==> src/rtl/disp_win_cmdr_pkg.sv <==
package disp_win_cmdr_pkg;

   localparam logic [7:0] OP_ORIENT = 8'h36;
   localparam logic [7:0] OP_COLWIN = 8'h2A;
   localparam logic [7:0] OP_ROWWIN = 8'h2B;
   localparam logic [7:0] OP_MEMWR  = 8'h2C;

   localparam int SEQ_LEN = 13;

   typedef enum logic {ST_IDLE = 1'b0, ST_SEND = 1'b1} seq_st_e;

   typedef struct packed {
      logic       is_cmd;
      logic [7:0] data;
   } tok_t;

   // rotation code: 0 -> 0 deg, 1 -> 90, 2 -> 180, 3 -> 270
   function automatic logic [7:0] orient_param(input logic [1:0] rot, input logic bgr);
      logic row_mir, col_mir, exch;
      row_mir = 1'b0;
      col_mir = 1'b0;
      exch    = 1'b0;
      case (rot)
         2'd1:    begin row_mir = 1'b1; exch = 1'b1; end
         2'd2:    begin row_mir = 1'b1; col_mir = 1'b1; end
         2'd3:    begin col_mir = 1'b1; exch = 1'b1; end
         default: ;
      endcase
      return {row_mir, col_mir, exch, 1'b0, bgr, 3'b000};
   endfunction

endpackage

==> src/rtl/disp_win_cmdr_limit.sv <==
module disp_win_cmdr_limit #(
   parameter int COORD_W   = 8,
   parameter int PANEL_W   = 176,
   parameter int PANEL_H   = 220,
   parameter bit CHECK_FIT = 1'b1
) (
   input  logic [1:0]         rot,
   input  logic [COORD_W-1:0] x_first,
   input  logic [COORD_W-1:0] x_last,
   input  logic [COORD_W-1:0] y_first,
   input  logic [COORD_W-1:0] y_last,
   output logic               req_ok
);
   localparam logic [COORD_W-1:0] LIM_COL = COORD_W'(PANEL_W - 1);
   localparam logic [COORD_W-1:0] LIM_ROW = COORD_W'(PANEL_H - 1);

   logic order_ok;
   logic fit_ok;

   assign order_ok = (x_first <= x_last) && (y_first <= y_last);

   generate
      if (CHECK_FIT) begin : g_fit
         logic swapped;
         assign swapped = rot[0];
         assign fit_ok  = swapped ? ((x_last <= LIM_ROW) && (y_last <= LIM_COL))
                                  : ((x_last <= LIM_COL) && (y_last <= LIM_ROW));
      end else begin : g_nofit
         assign fit_ok = 1'b1;
      end
   endgenerate

   assign req_ok = order_ok && fit_ok;

endmodule

==> src/rtl/disp_win_cmdr_fmt.sv <==
module disp_win_cmdr_fmt
   import disp_win_cmdr_pkg::*;
#(
   parameter int COORD_W = 8,
   parameter int IDX_W   = 4
) (
   input  logic [IDX_W-1:0]   idx,
   input  logic [7:0]         orient,
   input  logic [COORD_W-1:0] x_first,
   input  logic [COORD_W-1:0] x_last,
   input  logic [COORD_W-1:0] y_first,
   input  logic [COORD_W-1:0] y_last,
   output tok_t               tok
);
   logic [7:0] xf_hi, xl_hi, yf_hi, yl_hi;
   tok_t       slots [SEQ_LEN];

   generate
      if (COORD_W == 8) begin : g_narrow
         assign xf_hi = 8'h00;
         assign xl_hi = 8'h00;
         assign yf_hi = 8'h00;
         assign yl_hi = 8'h00;
      end else begin : g_wide
         assign xf_hi = 8'(x_first >> 8);
         assign xl_hi = 8'(x_last  >> 8);
         assign yf_hi = 8'(y_first >> 8);
         assign yl_hi = 8'(y_last  >> 8);
      end
   endgenerate

   always_comb begin
      slots[0]  = '{is_cmd: 1'b1, data: OP_ORIENT};
      slots[1]  = '{is_cmd: 1'b0, data: orient};
      slots[2]  = '{is_cmd: 1'b1, data: OP_COLWIN};
      slots[3]  = '{is_cmd: 1'b0, data: xf_hi};
      slots[4]  = '{is_cmd: 1'b0, data: x_first[7:0]};
      slots[5]  = '{is_cmd: 1'b0, data: xl_hi};
      slots[6]  = '{is_cmd: 1'b0, data: x_last[7:0]};
      slots[7]  = '{is_cmd: 1'b1, data: OP_ROWWIN};
      slots[8]  = '{is_cmd: 1'b0, data: yf_hi};
      slots[9]  = '{is_cmd: 1'b0, data: y_first[7:0]};
      slots[10] = '{is_cmd: 1'b0, data: yl_hi};
      slots[11] = '{is_cmd: 1'b0, data: y_last[7:0]};
      slots[12] = '{is_cmd: 1'b1, data: OP_MEMWR};
   end

   assign tok = (idx < IDX_W'(SEQ_LEN)) ? slots[idx] : '0;

endmodule

==> src/rtl/disp_win_cmdr_seq.sv <==
module disp_win_cmdr_seq
   import disp_win_cmdr_pkg::*;
#(
   parameter int IDX_W = 4
) (
   input  logic             clk,
   input  logic             rst_n,
   input  logic             start,
   input  logic             req_ok,
   input  logic             out_ready,
   output logic             sending,
   output logic             capture,
   output logic [IDX_W-1:0] idx,
   output logic             done,
   output logic             err
);
   localparam logic [IDX_W-1:0] LAST_IDX = IDX_W'(SEQ_LEN - 1);

   seq_st_e st;

   assign sending = (st == ST_SEND);
   assign capture = (st == ST_IDLE) && start && req_ok;

   always_ff @(posedge clk or negedge rst_n) begin
      if (!rst_n) begin
         st   <= ST_IDLE;
         idx  <= '0;
         done <= 1'b0;
         err  <= 1'b0;
      end else begin
         done <= 1'b0;
         err  <= 1'b0;
         case (st)
            ST_IDLE: begin
               if (start) begin
                  if (req_ok) begin
                     st  <= ST_SEND;
                     idx <= '0;
                  end else begin
                     err <= 1'b1;
                  end
               end
            end
            ST_SEND: begin
               if (out_ready) begin
                  if (idx == LAST_IDX) begin
                     st   <= ST_IDLE;
                     idx  <= '0;
                     done <= 1'b1;
                  end else begin
                     idx <= idx + 1'b1;
                  end
               end
            end
            default: st <= ST_IDLE;
         endcase
      end
   end

endmodule

==> src/rtl/disp_win_cmdr.sv <==
module disp_win_cmdr
   import disp_win_cmdr_pkg::*;
#(
   parameter int COORD_W   = 8,
   parameter int PANEL_W   = 176,
   parameter int PANEL_H   = 220,
   parameter bit CHECK_FIT = 1'b1
) (
   input  logic               clk,
   input  logic               rst_n,
   input  logic               start,
   input  logic [1:0]         rot_code,
   input  logic               bgr_sel,
   input  logic [COORD_W-1:0] x_first,
   input  logic [COORD_W-1:0] x_last,
   input  logic [COORD_W-1:0] y_first,
   input  logic [COORD_W-1:0] y_last,
   output logic               out_valid,
   input  logic               out_ready,
   output logic [7:0]         out_byte,
   output logic               out_is_cmd,
   output logic               done,
   output logic               err
);
   localparam int IDX_W = $clog2(SEQ_LEN);

   generate
      if (COORD_W < 8 || COORD_W > 16) begin : g_bad_coord_w
         initial $fatal(1, "COORD_W must lie in 8..16");
      end
      if (PANEL_W < 1 || PANEL_H < 1 ||
          PANEL_W > (1 << COORD_W) || PANEL_H > (1 << COORD_W)) begin : g_bad_panel
         initial $fatal(1, "panel size does not fit COORD_W");
      end
   endgenerate

   logic               req_ok, sending, capture;
   logic [IDX_W-1:0]   idx;
   logic [1:0]         rot_q;
   logic               bgr_q;
   logic [COORD_W-1:0] xf_q, xl_q, yf_q, yl_q;
   tok_t               tok;

   disp_win_cmdr_limit #(
      .COORD_W(COORD_W), .PANEL_W(PANEL_W), .PANEL_H(PANEL_H), .CHECK_FIT(CHECK_FIT)
   ) u_limit (
      .rot(rot_code), .x_first(x_first), .x_last(x_last),
      .y_first(y_first), .y_last(y_last), .req_ok(req_ok)
   );

   disp_win_cmdr_seq #(.IDX_W(IDX_W)) u_seq (
      .clk(clk), .rst_n(rst_n), .start(start), .req_ok(req_ok),
      .out_ready(out_ready), .sending(sending), .capture(capture),
      .idx(idx), .done(done), .err(err)
   );

   always_ff @(posedge clk or negedge rst_n) begin
      if (!rst_n) begin
         rot_q <= '0;
         bgr_q <= 1'b0;
         xf_q  <= '0;
         xl_q  <= '0;
         yf_q  <= '0;
         yl_q  <= '0;
      end else if (capture) begin
         rot_q <= rot_code;
         bgr_q <= bgr_sel;
         xf_q  <= x_first;
         xl_q  <= x_last;
         yf_q  <= y_first;
         yl_q  <= y_last;
      end
   end

   disp_win_cmdr_fmt #(.COORD_W(COORD_W), .IDX_W(IDX_W)) u_fmt (
      .idx(idx), .orient(orient_param(rot_q, bgr_q)),
      .x_first(xf_q), .x_last(xl_q), .y_first(yf_q), .y_last(yl_q),
      .tok(tok)
   );

   assign out_valid  = sending;
   assign out_byte   = tok.data;
   assign out_is_cmd = tok.is_cmd;

endmodule

==> config.mk <==
export PLATFORM = sky130hd
export DESIGN_NAME = disp_win_cmdr
export DESIGN_NICKNAME = d
export VERILOG_FILES = /design/src/rtl/disp_win_cmdr_pkg.sv /design/src/rtl/disp_win_cmdr_limit.sv /design/src/rtl/disp_win_cmdr_fmt.sv /design/src/rtl/disp_win_cmdr_seq.sv /design/src/rtl/disp_win_cmdr.sv
export SDC_FILE = /design/constraint.sdc
export NUM_CORES = 1
export LEC_CHECK = 0
export CORE_UTILIZATION = 47
export DETAILED_ROUTE_END_ITERATION = 8
export PLACE_DENSITY_LB_ADDON = 0.25
export SLEW_MARGIN = 15
export SYNTH_ARGS = -nofsm -noshare
export SYNTH_HDL_FRONTEND = slang
export SYNTH_SLANG_ARGS = --single-unit
==> constraint.sdc <==
create_clock -name clk -period 1.9 [get_ports clk]
set_clock_uncertainty 0.05 [all_clocks]
set_input_delay 0.38 -clock clk [delete_from_list [all_inputs] [get_ports clk]]
set_output_delay 0.38 -clock clk [all_outputs]
set_load 0.1 [all_outputs]
==> impl_metrics.env <==
export IMPL_run_status="finished, violations left"
export IMPL_failed_checks="negative hold slack, negative setup slack"
export IMPL_mean_syn_cell_area_um2=11.3
export IMPL_antenna_violations_before_repair=0
export IMPL_grt_pass1_vias=2644
export IMPL_grt_total_usage_pct=31.4
export IMPL_final_area_mm2=0.00470
export IMPL_netlist_top_cells_area="sky130_fd_sc_hd__dfrtp_1, sky130_fd_sc_hd__mux2_4, sky130_fd_sc_hd__ha_1"
export IMPL_initial_core_util_pct=48.9
export IMPL_r2r_end="u_seq.idx[3]"
export IMPL_global_route_wire_length_before_repair_mm=14.0
export IMPL_cp_max_fanout=6
export IMPL_cp_num_buf_inv=5
export IMPL_gp_congestion=0.814
export IMPL_layout_drive_gt1_share_pct=60.3
export IMPL_synth_async_reset_ratio_pct=100
export IMPL_report_final_hold_viol_count=3
export IMPL_grt_overflow_total=0
export IMPL_syn_nets=300
export IMPL_netlist_area_leader_share_pct=38.8
export IMPL_dr_total_vias=2540
export IMPL_tritoncts_num_sinks=42
export IMPL_layout_common_cells="sky130_fd_sc_hd__buf_4, sky130_fd_sc_hd__dfrtp_1, sky130_fd_sc_hd__mux2_4"
export IMPL_drc_violations_left=0
export IMPL_crit_path_start="y_last[1]"
export IMPL_tritoncts="yes"
export IMPL_setup_slack_ns=-0.529
export IMPL_num_ports=51
export IMPL_die_area_mm2=0.00607
export IMPL_dpl_hpwl_mm=5.30
export IMPL_crit_path_arrival_time_ns=2.57
export IMPL_insertion_delay_ns=0.30
export IMPL_avgViaCountPerCell=5.88
export IMPL_met3_usage_pct=4.71
export IMPL_regToRegSetupSlack_ns=0.16
export IMPL_netlist_area_mm2=0.00271
export IMPL_synth_ff_latch_count=42
export IMPL_layout_worst_path_cycle_share_pct=128
export IMPL_drt_iter0_markers=143
export IMPL_timing_slew_headroom_pct=70.2
export IMPL_report_power_total_uw=8330
export IMPL_area_growth_synth_to_final_pct=73.7
export IMPL_core_mm2=0.00554
export IMPL_detail_route_wirelength_mm=9.92
export IMPL_firstDrtPassIters=4
export IMPL_maxCapViolCount=0
export IMPL_final_cell_count_no_fill=432
export IMPL_most_common_library_cell_in_the_layout_ignoring_fill_and_taps="sky130_fd_sc_hd__buf_4"
export IMPL_grt_util_met2_pct=56.0
export IMPL_p_per_area_mw_per_mm2=1770
export IMPL_port_buffers=50
export IMPL_setup_viol=50
export IMPL_timing_hold_worst_class="in2async"
export IMPL_postRouteAntennaNets=0
export IMPL_slowest_delay_ns=0.32
export IMPL_synth_warnings=0
export IMPL_width_of_the_die_um=77.9
export IMPL_chipHeight_um=77.9
export IMPL_setup_worst_path_start_class="input port"
export IMPL_htreeDepth=2
export IMPL_post_synth_num_cell_types=41
export IMPL_cpMaxStageDelayCell="sky130_fd_sc_hd__o31ai_1"
export IMPL_cp_top_family="buffers and inverters"
export IMPL_gr_max_usage_layer="met2"
export IMPL_final_nets=419
export IMPL_regToRegStartpoint="u_seq.idx[1]"
export IMPL_reg2reg_depth=8
export IMPL_required_time_of_the_critical_path_ns=2.04
export IMPL_cts_root_buffer="sky130_fd_sc_hd__clkbuf_8"
export IMPL_dpl_cell_area_mm2=0.00412
export IMPL_final_total_negative_setup_slack_ns=-22.12
export IMPL_worst_setup_end_kind="register"
export IMPL_route_detailed_wl_per_inst_um=23.0
export IMPL_fin_worst_hold_slack_ns=-0.00168
export IMPL_rsz0062_at_grt="yes"
export IMPL_ys_dominant_reg_cell="sky130_fd_sc_hd__dfrtp_1"
export IMPL_crit_chain="clkdlybuf4s15_2 -> inv_1 -> ha_4 -> nor2b_4 -> o21ai_2 -> a21boi_1 -> o31ai_1 -> buf_4 -> nand3b_4 -> buf_6 -> buf_12 -> mux2_4"
export IMPL_synth_largest_area_cell="sky130_fd_sc_hd__dfrtp_1"
export IMPL_synth_enable_flop_cells=0
export IMPL_criticalPathCategory="in2reg"
export IMPL_total_cts_buffers=5
export IMPL_period_minus_slack_ns=2.43
export IMPL_clock_path_buffers=2
export IMPL_seq_area_frac_synth_pct=38.8
export IMPL_dp_cells=408
export IMPL_antenna_diode_count=0
export IMPL_grt_start_max_net_pins=43
export IMPL_finalCoreUtilization_pct=84.9
export IMPL_max_vdd_ir_drop_uv=1800
export IMPL_row_count=27
export IMPL_timing_final_max_slew_violations=0
export IMPL_leakage_uw=0.00221
export IMPL_grt_use_met1_pct=37.1
export IMPL_syn_inst=240
export IMPL_achievable_frequency_ghz=0.412
export IMPL_clkSlewWorstSetupHoldPaths_ns=0.08
export IMPL_fillers=263
export IMPL_worst_slew_pin_tran_ns=0.442
==> final cells by class <==
type / instances / area [um^2] / share of cell area, %
sequential: 42 / 1050 / 22.4
inverter: 23 / 109 / 2.31
clock buffer: 7 / 86.3 / 1.84
timing repair buffer: 124 / 1330 / 28.2
clock inverter: 1 / 30.0 / 0.638
multi-input combinational: 163 / 2010 / 42.7
tap: 72 / 90.1 / 1.92
==> cell families (layout without fill, tap and decap cells) <==
group,after synthesis,count (layout),synth area share [%]
fa+ha+maj,21,21,9.70
flops,42,42,38.8
mux,48,48,24.3
compound gates,54,54,13.1
simple gates,40,40,8.09
buf+inv,35,155,5.96
==> cell usage after synthesis, types with 2 or more instances <==
cell type                  count
sky130_fd_sc_hd__nand2_1       9
sky130_fd_sc_hd__inv_1        23
sky130_fd_sc_hd__a211oi_1      2
sky130_fd_sc_hd__a21o_1        2
sky130_fd_sc_hd__a31oi_1       6
sky130_fd_sc_hd__and4_1        2
sky130_fd_sc_hd__nand4_1       2
sky130_fd_sc_hd__o22a_1        2
sky130_fd_sc_hd__a31o_2        3
sky130_fd_sc_hd__o21ai_0      11
sky130_fd_sc_hd__mux2_4       35
sky130_fd_sc_hd__nor2_1        9
sky130_fd_sc_hd__and3_1        2
sky130_fd_sc_hd__a21oi_1      12
sky130_fd_sc_hd__nor2b_1       3
sky130_fd_sc_hd__a311oi_1      3
sky130_fd_sc_hd__mux2i_1      11
sky130_fd_sc_hd__clkbuf_1      7
sky130_fd_sc_hd__buf_6         4
sky130_fd_sc_hd__o22ai_1       4
sky130_fd_sc_hd__dfrtp_1      42
sky130_fd_sc_hd__nand3_1       5
sky130_fd_sc_hd__mux2_2        2
sky130_fd_sc_hd__nor3_1        2
sky130_fd_sc_hd__ha_1         21
==> registers in the layout, indices dropped and copies added (netlist names) <==
name           cells
u_seq.idx          4
rot_q              2
bgr_q              1
u_seq.done         1
yf_q               8
u_seq.sending      1
xf_q               8
yl_q               8
u_seq.err          1
xl_q               8
==> worst register-to-register path, delay by kind of cell (launching register included) <==
| kind | cells | cell delay, ns |
|---|---|---|
| adders and majority gates | 1 | 0.17 |
| buffers and inverters | 3 | 0.36 |
| AOI/OAI and AO/OA | 4 | 0.60 |
| DFF | 1 | 0.46 |
==> worst max-delay path by stage <==
stage / cells past startpoint / slack [ns] / endpoint
2_1_floorplan: 9 / -0.31 / bgr_q
6_report: 12 / -0.53 / yl_q[3]
5_1_grt: 12 / -0.56 / yl_q[3]
4_1_cts: 8 / -0.32 / out_byte[3]
3_3_place_gp: 10 / -1.08 / yl_q[0]
3_5_place_dp: 10 / -1.13 / yl_q[6]
==> layer usage <==
layer	wire length (um)	part of all wire (%)
met3	448	4.5
met2	5180	52
met5	0	0
met1	3860	39
met4	428	4.3
==> power breakdown <==
group          internal [uW]  switching, uW  total (uW)
Clock                    429            322         751
Combinational           2620           3250        5870
Sequential              1330            375        1710
Total                   4390           3950        8330
==> stage by stage <==
stage               hold WS [ns]  setup WS (ns)
finish                  -0.00168         -0.529
global route             0.00994         -0.564
CTS                      0.00379         -0.323
detailed placement         0.312          -1.13
global placement           0.319          -1.08
floorplan                 0.0344         -0.306
==> repair_timing <==
item,4_1_cts,5_1_grt
setup endpoints to repair,50,49
pin swaps,28,15
hold buffers,0,0
setup buffers,10,2
cloned,4,1
resized for setup,126,24
endpoints found under the hold margin,0,0
No activity file was read; power rests on OpenSTA's default activity.
